--- src/rtl/rd_gap_tracker.sv ---
module rd_gap_tracker #(
  parameter int RANKS = 2,
  parameter int BANKS = 8,
  localparam int RW = (RANKS > 1) ? $clog2(RANKS) : 1,
  localparam int BW = (BANKS > 1) ? $clog2(BANKS) : 1
) (
  input  logic          clk,
  input  logic          rst_n,
  input  logic          cfg_we,
  input  logic [23:0]   cfg_wdata,
  output logic [23:0]   cfg_rdata,
  input  logic          cmd_valid,
  input  logic [1:0]    cmd_type,
  input  logic [RW-1:0] cmd_rank,
  input  logic [BW-1:0] cmd_bank,
  input  logic [RW-1:0] req_rank,
  input  logic [BW-1:0] req_bank,
  output logic          rd_ok
);
  localparam int CW = 5;

  logic [20:0]   cfg_q;
  logic [CW-1:0] act_cnt [RANKS][BANKS];
  logic [CW-1:0] wrs_cnt [RANKS];
  logic [CW-1:0] wrd_cnt [RANKS];
  logic [CW-1:0] rds_cnt [RANKS];
  logic [CW-1:0] rdd_cnt [RANKS];

  assign cfg_rdata = {3'b000, cfg_q};

  wire [CW-1:0] g_act = CW'(cfg_q[20:17]);
  wire [CW-1:0] g_wrs = CW'(cfg_q[16:12]);
  wire [CW-1:0] g_wrd = CW'(cfg_q[11:8]);
  wire [CW-1:0] g_rds = CW'(cfg_q[7:4]);
  wire [CW-1:0] g_rdd = CW'(cfg_q[3:0]);

  wire is_act = cmd_valid && (cmd_type == 2'b01);
  wire is_wr  = cmd_valid && (cmd_type == 2'b10);
  wire is_rd  = cmd_valid && (cmd_type == 2'b11);

  function automatic logic [CW-1:0] arm(input logic [CW-1:0] g);
    return (g == '0) ? '0 : g - 1'b1;
  endfunction

  function automatic logic [CW-1:0] drain(input logic [CW-1:0] c);
    return (c == '0) ? '0 : c - 1'b1;
  endfunction

  always_ff @(posedge clk or negedge rst_n) begin
    if (!rst_n) begin
      cfg_q <= '0;
      for (int r = 0; r < RANKS; r++) begin
        wrs_cnt[r] <= '0;
        wrd_cnt[r] <= '0;
        rds_cnt[r] <= '0;
        rdd_cnt[r] <= '0;
        for (int b = 0; b < BANKS; b++) act_cnt[r][b] <= '0;
      end
    end else begin
      if (cfg_we) cfg_q <= cfg_wdata[20:0];
      for (int r = 0; r < RANKS; r++) begin
        if (is_wr && cmd_rank == RW'(r)) begin
          wrs_cnt[r] <= arm(g_wrs);
          wrd_cnt[r] <= arm(g_wrd);
        end else begin
          wrs_cnt[r] <= drain(wrs_cnt[r]);
          wrd_cnt[r] <= drain(wrd_cnt[r]);
        end
        if (is_rd && cmd_rank == RW'(r)) begin
          rds_cnt[r] <= arm(g_rds);
          rdd_cnt[r] <= arm(g_rdd);
        end else begin
          rds_cnt[r] <= drain(rds_cnt[r]);
          rdd_cnt[r] <= drain(rdd_cnt[r]);
        end
        for (int b = 0; b < BANKS; b++) begin
          if (is_act && cmd_rank == RW'(r) && cmd_bank == BW'(b))
            act_cnt[r][b] <= arm(g_act);
          else
            act_cnt[r][b] <= drain(act_cnt[r][b]);
        end
      end
    end
  end

  always_comb begin
    rd_ok = (act_cnt[req_rank][req_bank] == '0);
    for (int r = 0; r < RANKS; r++) begin
      if (req_rank == RW'(r))
        rd_ok = rd_ok && (wrs_cnt[r] == '0) && (rds_cnt[r] == '0);
      else
        rd_ok = rd_ok && (wrd_cnt[r] == '0) && (rdd_cnt[r] == '0);
    end
  end
endmodule


--- config.mk ---
export PLATFORM = sky130hd
export DESIGN_NAME = rd_gap_tracker
export DESIGN_NICKNAME = d
export VERILOG_FILES = /design/src/rtl/rd_gap_tracker.sv
export SDC_FILE = /design/constraint.sdc
export NUM_CORES = 1
export LEC_CHECK = 0
export BUFFER_PORTS_ARGS = -buffer_cell sky130_fd_sc_hd__buf_4
export CELL_PAD_IN_SITES_DETAIL_PLACEMENT = 2
export CELL_PAD_IN_SITES_GLOBAL_PLACEMENT = 2
export CORE_ASPECT_RATIO = 1.4
export CORE_MARGIN = 10
export CORE_UTILIZATION = 41
export CTS_BUF_LIST = sky130_fd_sc_hd__clkbuf_16
export CTS_CLUSTER_SIZE = 20
export DETAILED_ROUTE_END_ITERATION = 10
export GPL_TIMING_DRIVEN = 0
export PLACE_DENSITY = 0.92
export SLEW_MARGIN = 20
export SYNTH_ARGS = -nofsm -noshare
export SYNTH_HDL_FRONTEND = slang
export SYNTH_SLANG_ARGS = --single-unit
export TNS_END_PERCENT = 1
--- constraint.sdc ---
create_clock -name clk -period 4.65 [get_ports clk]
set_clock_uncertainty 0.1 [all_clocks]
set_input_delay 0.465 -clock clk [delete_from_list [all_inputs] [get_ports clk]]
set_output_delay 0.465 -clock clk [all_outputs]
set_load 0.05 [all_outputs]
==> summary.md, run 1 <==
| Metric | Value |
|---|---|
| Status | `complete, no violations` |
| GRT met3 Usage | `5.10%` |
| Busiest layer in global routing | `met2` |
| TritonCTS buffer count | `17` |
| Layout cells sized above 1 | `15.5%` |
| Total gr overflow | `0` |
| Total negative setup slack | `0 ps` |
| RSZ-0062 raised after global routing | `false` |
| Syn Area/Cell | `about 9.4 um^2` |
| Max Freq | `308 MHz` |
| Post-Syn Instances | `roughly 790` |
| Slowest cell delay on critical path | `~440 ps` |
| # H-tree levels | `4` |
| Cts repair resizes | `0` |
| Register area share after synthesis | `a little under half` |
| Slew headroom | `32.1%` |
| Initial Utilization | `41.6%` |
| WP buf/inv | `2` |
| CP Cell Sequence | `inv_1 > ha_1 > or3b_1 > nor2_4 > nand2_1 > or4_1 > a22oi_1 > buf_4` |
| Row cnt | `58` |
| Ranking of synthesized cells by area | `dfrtp_1 (48%), o21ai_0 (5.9%), ha_1 (4.6%), nand2_1 (3.7%), nor2_1 (3.6%)` |
| Yosys top cell by area | `dfrtp_1` |
| Antenna violations before repair | `0` |
| Met1 track demand over resource | `22.6%` |
| Post-CTS Setup Repair Bufs | `0` |
| Drt via density | `5.72` |
| Antenna diodes | `0` |
| Area delta synth->final | `17.9%` |
| EDFF count, synth | `0` |
| Nets | `927` |
| Die width | `between 100 and 150 um` |
| Peak VDD IR | `approximately 0.26 mV` |
| CP max-delay cell | `or3b_1` |
| # IOs | `63` |
| Top cell type's share of synthesized area | `a little under half` |
| First-pass GRT wire length | `40400 um` |
| Die Y-Extent | `179 um` |
| Met2 Usage GRT | `40.7%` |
| Final Setup Violations | `0` |
| Vias | `6375` |
| Wire per inst | `about 22 um` |
| Fin crit period | `around 3200 ps` |
| Slew @ Worst Pin | `1010 ps` |
| Final Max Tran Viols | `0` |
| Critical path's top delay family | `simple AND/OR/NAND/NOR gates` |
| Critical Path Source Type | `register` |
| Top_reg_cell synth | `dfrtp_1` |
| Core footprint | `0.0179 mm^2` |
| Worst setup EP type | `output pin` |
| Root Driver | `clkbuf_16` |
| Largest net degree at the start of global routing | `74` |
| Asr flop ratio synth | `between 90% and 100%` |
| YS warnings | `0` |
| Post-Route WL | `around 25000 um` |
| Critical path class | `reg -> out` |
| Seq cells post-synth | `141` |
| GPL Wtd Cong | `0.781` |
| Pre-antenna DRT Iters | `4` |
| Pwr Total | `5920 uW` |
| Hold slack final | `154 ps` |
| Initial DRC count | `225` |
| Worst skew pair latency | `440 ps` |
| Max Cap Viol | `0` |
| Hold Fails Final Rpt | `0` |
| CTS tree | `built` |
| Fin crit share | `between 60% and 70%` |
| # clock sinks | `between 100 and 150` |
| Post-route DRC | `0` |
| Vias in the first global route | `7363` |
| Hpwl dp | `16600 um` |
| Area of the die | `0.0240 mm^2` |
| Critical Path Fanout Max | `3` |
| Static leakage | `0.00396 uW` |
| Core Util, Final | `49.0%` |
| Total track usage | `21.5%` |
| DRT antenna net count | `0` |
| Port bufs | `53` |
| Synth cell types | `54` |
| Filler cell count | `1897` |
| HP Class | `in -> reg` |
| WP data arrival | `2680 ps` |
| PD cells | `676 mW/mm^2` |
| Mapped cell area | `approximately 0.0074 mm^2` |
| CP Data Required Time | `about 4100 ps` |
| Reg clk slew, reported paths | `60 ps` |
| CTS Buffer Depth | `2` |
==> registers in the layout, indices dropped and copies added (netlist names) <==
register and cells:
wrs_cnt 10, act_cnt 80, rdd_cnt 10, wrd_cnt 10
rds_cnt 10, cfg_q 21
==> synth_stat cells, types with 2 or more instances <==
cell	number
clkbuf_1	13
mux2i_1	12
ha_1	27
a21oi_1	17
o211ai_1	5
or3_2	4
a31o_2	2
nand3_1	19
nor3_1	37
buf_4	3
o21ai_0	87
a211oi_1	2
nand4_1	2
o31ai_1	24
inv_1	55
nor2b_1	4
nand2b_1	4
o21a_1	23
a311oi_1	2
a2111oi_0	2
a221oi_1	2
nor2_2	4
dfrtp_1	141
nand3b_1	5
xor2_1	20
nor4b_1	11
nor2_1	72
a22oi_1	2
nor3b_1	6
buf_2	4
or3b_1	2
or2_2	10
or3_1	15
mux2_2	19
and3_1	16
xnor2_1	16
nand2_1	73
nor4_1	7
o31a_1	2
==> layout make-up <==
cell class,count,area [um^2],share of cell area [%]
well taps,240,300,3.43
inverters,55,206,2.36
clock inverters,15,149,1.70
multi-input cells,572,3610,41.2
clock buffers,17,425,4.86
plain buffers,20,91.3,1.04
flip-flops and latches,141,3530,40.3
repair buffers,55,443,5.06
==> layout by cell type (no fill, tap or decap), drive strengths merged, types with 10 or more instances in the layout <==
cell type  count
nor4b         11
a21oi         17
ha            27
o21ai         88
dfrtp        141
nor3          39
mux2          19
buf           61
nor2          77
nand2         73
o21a          23
o31ai         24
clkbuf        30
or3           19
and3          17
mux2i         12
xnor2         16
or2           10
xor2          20
inv           58
nand3         19
==> cell families after synthesis <==
kind of cell	synth area share [%]
AND/OR/NAND/NOR	20.3
flip-flops	47.5
XOR/XNOR	4.25
buffers and inverters	4.01
adder cells (fa/ha/maj)	4.55
AO/OA/AOI/OAI	14.5
multiplexers	4.80
other	0.0505
==> path summary, 6_finish.rpt <==
check / startpoint / end / slack, ps / cells past startpoint
worst max-delay path: wrd_cnt[0] / rd_ok / 1400 / 8
worst min-delay path: cfg_wdata[13] / cfg_q[13] / 150 / 3
worst max register to register: cfg_q[18] / act_cnt[22] / 2030 / 4
worst min register to register: rds_cnt[4] / rds_cnt[4] / 430 / 1
max in group asynchronous: rst_n / rdd_cnt[2] / 3190 / 3
min in group asynchronous: rst_n / act_cnt[7] / 500 / 2
==> worst reg2reg max path, cell delays in order (launching register included) <==
cell and delay [ps]:
dfrtp_1 520, or2_2 390, a21oi_1 530, clkbuf_1 670
o21ai_0 240
==> metrics by stage <==
stage          cells  cell area [um^2]  setup WS, ps
3_3_place_gp    1081              8130          1810
3_5_place_dp    1082              8170          1770
4_1_cts         1115              8750          1380
6_report        1115              8750          1400
5_1_grt         1115              8750          1290
2_1_floorplan    788              7430          1730
==> where the power goes <==
group          internal, uW  leakage, uW  switching [uW]
logic                  1070      0.00194            1330
registers              1700      0.00174             463
clock network           787     0.000278             566
total                  3560      0.00396            2360
==> what timing repair did <==
item | 4_1_cts | 5_1_grt
hold endpoints to repair | 68 | 0
endpoints found under the setup margin | 0 | 0
hold buffers | 1 | 0
==> per-layer routing <==
layer  part of all wire (%)  wire, um  vias up
met1                     38      9490     3292
met5                      0         0        -
met3                    3.6       901       43
li1                       -         -     2920
met4                    2.7       669        0
met2                     55     13800      120
Note: power is estimated with default switching activity, not from simulation.
==> run 2: changes to the inputs <==
ABC_AREA = 1   (was unset)
CORE_UTILIZATION = 36   (was 41)
PLACE_DENSITY = 0.86   (was 0.92)
clock period = 3 ns   (was 4.65 ns; I/O delays follow)
==> summary.md, run 2 <==
| Metric | Value |
|---|---|
| Status | `complete, no violations` |
| Worst skew pair latency | `440 ps` |
| Slew headroom | `between 40% and 50%` |
| Critical Path Fanout Max | `3` |
| Core Util, Final | `between 40% and 50%` |
| Syn Area/Cell | `8.19 um^2` |
| Initial Utilization | `36.4%` |
| Nets | `between 1000 and 1500` |
| Max reg flops | `80` |
| Top_reg_cell synth | `dfrtp_1` |
| Drt via density | `5.33` |
| First-pass GRT wire length | `41500 um` |
| Post-Syn Instances | `907` |
| Final Setup Violations | `0` |
| Area delta synth->final | `20.6%` |
| RSZ-0062 raised after global routing | `false` |
| Reg clk slew, reported paths | `60 ps` |
| Design Area, Final | `0.00896 mm^2` |
| CP max-delay cell | `dfrtp_1` |
| Commonest non-fill, non-tap cell in the layout | `nand2_1` |
| YS warnings | `0` |
| Total gr overflow | `0` |
| Cts repair resizes | `0` |
| Largest net degree at the start of global routing | `96` |
| Asr flop ratio synth | `between 90% and 100%` |
| Dpl ws | `between 700 and 800 ps` |
| Final Max Tran Viols | `0` |
| Top layer in use | `met4` |
| Met3 wire len | `approximately 1000 um` |
| Yosys top cell by area | `dfrtp_1` |
| Mapped cell area | `between 0.007 and 0.008 mm^2` |
| Antenna violations before repair | `0` |
| TritonCTS buffer count | `17` |
| # IOs | `63` |
| Compound-gate portion of the synthesized area | `12.1%` |
| Slowest cell delay on critical path | `400 ps` |
| Vias | `6759` |
| Row cnt | `62` |
| Pre-antenna DRT Iters | `4` |
| Post-CTS Setup Repair Bufs | `0` |
| Area of the die | `0.0269 mm^2` |
| Register area share after synthesis | `47.5%` |
| Critical path class | `reg -> out` |
| Total negative setup slack | `0 ps` |
| WP data arrival | `2350 ps` |
| CP Data Required Time | `2600 ps` |
| Seq cells post-synth | `between 100 and 150` |
| Synth cell types | `30` |
| Total track usage | `19.4%` |
| Post-Route WL | `25500 um` |
| Fin crit share | `91.6%` |
| # clock sinks | `141` |
| Hold Fails Final Rpt | `0` |
| Top cell type's share of synthesized area | `47.5%` |
| Top cells by count, synth | `nand2_1 (150), dfrtp_1 (141), inv_1 (132)` |
| Worst setup EP type | `output pin` |
| Cell mode on critical path | `nand2_1` |
| Wire per inst | `20.1 um` |
| Root Driver | `clkbuf_16` |
| Mux cell area share after synthesis | `0.910%` |
| CTS Buffer Depth | `2` |
| Biggest regs | `act_cnt (80), cfg_q (21)` |
| Max Freq | `364 MHz` |
| Vias in the first global route | `7878` |
| Largest family of logic cells by synthesized area | `simple AND/OR/NAND/NOR gates` |
| HP Class | `in -> reg` |
| Area after DPL | `a little over 0.008 mm^2` |
| PD cells | `1020 mW/mm^2` |
| Port bufs | `between 50 and 60` |
| Antenna diodes | `0` |
| Critical Path Source Type | `register` |
| Hpwl dp | `about 18000 um` |
| GPL Wtd Cong | `0.799` |
| Biggest register | `act_cnt` |
| Post-route DRC | `0` |
| Adder-Cell Fraction of Synth Area | `under 10%` |
| Simple-gate area share of the yosys netlist | `22.5%` |
| Die Y-Extent | `190 um` |
| Fin crit period | `between 2000 and 3000 ps` |
| Count leader, synth | `nand2_1` |
| Hold slack final | `around 11 ps` |
| Core footprint | `~0.020 mm^2` |
| Max Cap Viol | `0` |
| CP Cell Sequence | `inv_1 > ha_1 > nor3b_1 > nand2_1 > nor3_1 > nand2_1 > nand2_1 > inv_1 > a21oi_1 > buf_4` |
| Initial DRC count | `roughly 290` |
| Slew @ Worst Pin | `just under 900 ps` |
| Layout cells sized above 1 | `a little under an eighth` |
| Static leakage | `0.00434 uW` |
| EDFF count, synth | `0` |
| Die width | `141 um` |
| DRT antenna net count | `0` |
| Commonest cells after routing, fill and taps aside | `nand2_1 (150), dfrtp_1 (141), inv_1 (133)` |
| Met2 Wirelength | `14200 um` |
| Peak VDD IR | `~0.44 mV` |
| CTS tree | `built` |
| Synth Area in XOR/XNOR | `4.24%` |
| Ranking of synthesized cells by area | `dfrtp_1 (47%), nand2_1 (7.6%), inv_1 (6.7%), o21ai_0 (5.9%), nand3_1 (4.7%)` |
| Post-route setup slack | `251 ps` |
| M1 wire length | `9530 um` |
| # H-tree levels | `4` |
run 2: cell count changes after synthesis, sizes merged, moves of 13 or more:
cell / previous run / this run
nand3: 19 / 70
o31ai: 24 / 4
mux2: 19 / 6
o21a: 23 / 0
inv: 55 / 137
o22ai: 1 / 33
nand2: 73 / 150
o21ai: 88 / 109
or3: 19 / 0
nand3b: 5 / 19
and3: 17 / 2
run 2: layout make-up:
class / instances / area [um^2]
clock buffer: 17 / 425
clock inverter: 14 / 171
multi-input combinational: 612 / 3300
timing repair buffer: 72 / 608
fill: 2284 / 11400
sequential: 141 / 3530
tap: 256 / 320
buffer: 19 / 92.6
inverter: 137 / 514
run 2: cell families after synthesis:
kind of cell | Yosys count
xor+xnor | 36
flops | 141
buf+inv | 156
compound gates | 166
fa+ha+maj | 27
mux | 6
other cells | 1
simple gates | 374
run 2: per-stage QoR:
stage               instances  total power, uW
global placement         1220             6490
finish                   1268             9120
floorplan                 909             5730
detailed placement       1221             6860
CTS                      1268             9230
global route             1268             9910
run 2: critical path, delay by kind of cell (launching register included):
kind | cells | cell delay (ps)
flops | 1 | 400
fa+ha+maj | 1 | 180
simple gates | 5 | 820
buf+inv | 3 | 370
compound gates | 1 | 150
run 2: worst paths after layout:
path | from | endpoint | slack [ps] | cells past startpoint
setup / recovery | rds_cnt[0] | rd_ok | 250 | 10
hold / removal | cfg_wdata[2] | cfg_q[2] | 10 | 2
setup reg to reg | cfg_q[19] | act_cnt[30] | 670 | 5
hold reg to reg | wrs_cnt[5] | wrs_cnt[5] | 370 | 1
max in group asynchronous | rst_n | wrs_cnt[7] | 1720 | 3
min in group asynchronous | rst_n | act_cnt[22] | 240 | 2
run 2: where the power goes:
group | leakage, uW | internal, uW | switching, uW
clock | 0.000279 | 1300 | 907
sequential | 0.00174 | 2660 | 567
combinational | 0.00232 | 1520 | 2160
run 2: metal layers:
layer	global-route usage (%)	up-vias
met4	7.53	0
met3	4.19	47
met2	37.2	130
met5	0	-
li1	-	3170
met1	19.8	3412
run 2: what timing repair did:
item,in CTS,in global routing
endpoints found under the hold margin,61,0
setup endpoints to repair,0,0
hold buffers,16,0
==> run 3: changes to the inputs <==
CAP_MARGIN = 20   (was unset)
MAX_ROUTING_LAYER = met4   (was unset)
==> summary.md, run 3 (synthesis gave the netlist of run 2 again) <==
| Metric | Value |
|---|---|
| Hold Fails Final Rpt | `0` |
| Vias in the first global route | `7882` |
| Max Cap Viol | `0` |
| Antenna violations before repair | `0` |
| Critical Path Source Type | `register` |
| Pwr Total | `between 9000 and 10000 uW` |
| TritonCTS buffer count | `17` |
| Cts repair resizes | `0` |
| Die width | `141 um` |
| Core Util, Final | `43.9%` |
| Antenna diodes | `0` |
| Filler cell count | `2284` |
| Port bufs | `55` |
| Area of the die | `0.0269 mm^2` |
| Busiest layer in global routing | `met2` |
| Core footprint | `0.0204 mm^2` |
| Static leakage | `~0.0043 uW` |
| Vias | `6769` |
| # H-tree levels | `4` |
| First-pass GRT wire length | `41400 um` |
| # clock sinks | `141` |
| Biggest regs | `act_cnt (80), cfg_q (21)` |
| Slew @ Worst Pin | `883 ps` |
| GPL Wtd Cong | `roughly 0.81` |
| HP Class | `in -> reg` |
| Worst skew pair latency | `440 ps` |
| Hold slack final | `just over 10 ps` |
| Max Freq | `366 MHz` |
| Biggest register | `act_cnt` |
| Hpwl dp | `18200 um` |
| WP data arrival | `2340 ps` |
| Area delta synth->final | `20.6%` |
| Die Y-Extent | `190 um` |
| Post-Route WL | `around 25000 um` |
| Post-CTS Setup Repair Bufs | `0` |
| Commonest cells after routing, fill and taps aside | `nand2_1 (150), dfrtp_1 (141), inv_1 (133)` |
| Final Setup Violations | `0` |
| CTS tree | `built` |
| Initial DRC count | `250` |
| Root Driver | `clkbuf_16` |
| # IOs | `63` |
| Total track usage | `around a fifth` |
| Peak VDD IR | `between 0.4 and 0.5 mV` |
| Largest net degree at the start of global routing | `96` |
| Total negative setup slack | `0 ps` |
| Met1 track demand over resource | `between 20% and 30%` |
| Final Max Tran Viols | `0` |
| Fin crit share | `between 90% and 100%` |
| Initial Utilization | `36.4%` |
| CTS Buffer Depth | `2` |
| Drt via density | `5.34` |
| Slew headroom | `41.2%` |
| Status | `complete, no violations` |
| Layout cells sized above 1 | `11.5%` |
| Total gr overflow | `0` |
| Row cnt | `62` |
| Nets | `1065` |
| Fin crit period | `2740 ps` |
| Critical path class | `reg -> out` |
| Critical Path Fanout Max | `3` |
| Pre-antenna DRT Iters | `4` |
| PD cells | `about 1000 mW/mm^2` |
| DRT antenna net count | `0` |
| Max reg flops | `80` |
| RSZ-0062 raised after global routing | `false` |
| CP Data Required Time | `about 2600 ps` |
| Wire per inst | `20.1 um` |
| Reg clk slew, reported paths | `60 ps` |
| Commonest non-fill, non-tap cell in the layout | `nand2_1` |
| Worst setup EP type | `output pin` |
| GRT met3 Usage | `3.94%` |
| Post-route DRC | `0` |
| Met2 Usage GRT | `37.1%` |
==> run 3: area by class of cell <==
cell class                      instances  area (um^2)  area share [%]
Sequential cell                       141         3530            39.4
Multi-Input combinational cell        612         3300            36.8
Timing Repair Buffer                   72          608            6.79
Inverter                              137          514            5.74
Clock buffer                           17          425            4.75
Tap cell                              256          320            3.57
Clock inverter                         14          171            1.91
Buffer                                 19         92.6            1.03
==> run 3: metrics by stage <==
stage / area, um^2 / setup slack (ps) / instances
after global routing: 8960 / 4.87 / 1268
final: 8960 / 264 / 1268
after CTS: 8960 / 225 / 1268
after floorplan: 7440 / 659 / 909
after global placement: 8170 / 803 / 1220
after detailed placement: 8200 / 754 / 1221
==> run 3: repair_timing <==
| action | 4_1_cts | 5_1_grt |
|---|---|---|
| hold endpoints to repair | 61 | 0 |
| setup endpoints to repair | 0 | 0 |
| hold buffers | 16 | 0 |
==> run 3: worst paths after layout <==
| kind | from | end | slack [ps] | cells after the start |
|---|---|---|---|---|
| setup / recovery | rdd_cnt[0] | rd_ok | 260 | 10 |
| hold / removal | cfg_wdata[2] | cfg_q[2] | 10 | 2 |
| setup reg to reg | cfg_q[19] | act_cnt[30] | 680 | 5 |
| hold reg to reg | wrs_cnt[5] | wrs_cnt[5] | 370 | 1 |
| max in group asynchronous | rst_n | wrs_cnt[7] | 1720 | 3 |
| min in group asynchronous | rst_n | act_cnt[22] | 240 | 2 |
==> run 3: critical path: stages (launching register included) <==
cell	delay (ps)
dfrtp_1	410
inv_1	80
ha_1	210
nor3b_1	290
nand2_1	140
nor3_1	160
nand2_1	70
nand2_1	90
inv_1	80
a21oi_1	150
buf_4	220
==> run 3: power by group <==
| group | internal [uW] | switching, uW | total [uW] |
|---|---|---|---|
| Combinational | 1520 | 2160 | 3690 |
| Clock | 1300 | 906 | 2210 |
| Sequential | 2660 | 569 | 3230 |
==> run 3: metal layers <==
| layer | vias to the layer above | share of wire [%] |
|---|---|---|
| met3 | 44 | 3.2 |
| met5 | - | 0 |
| li1 | 3167 | - |
| met2 | 109 | 56 |
| met4 | 0 | 2.8 |
| met1 | 3449 | 38 |
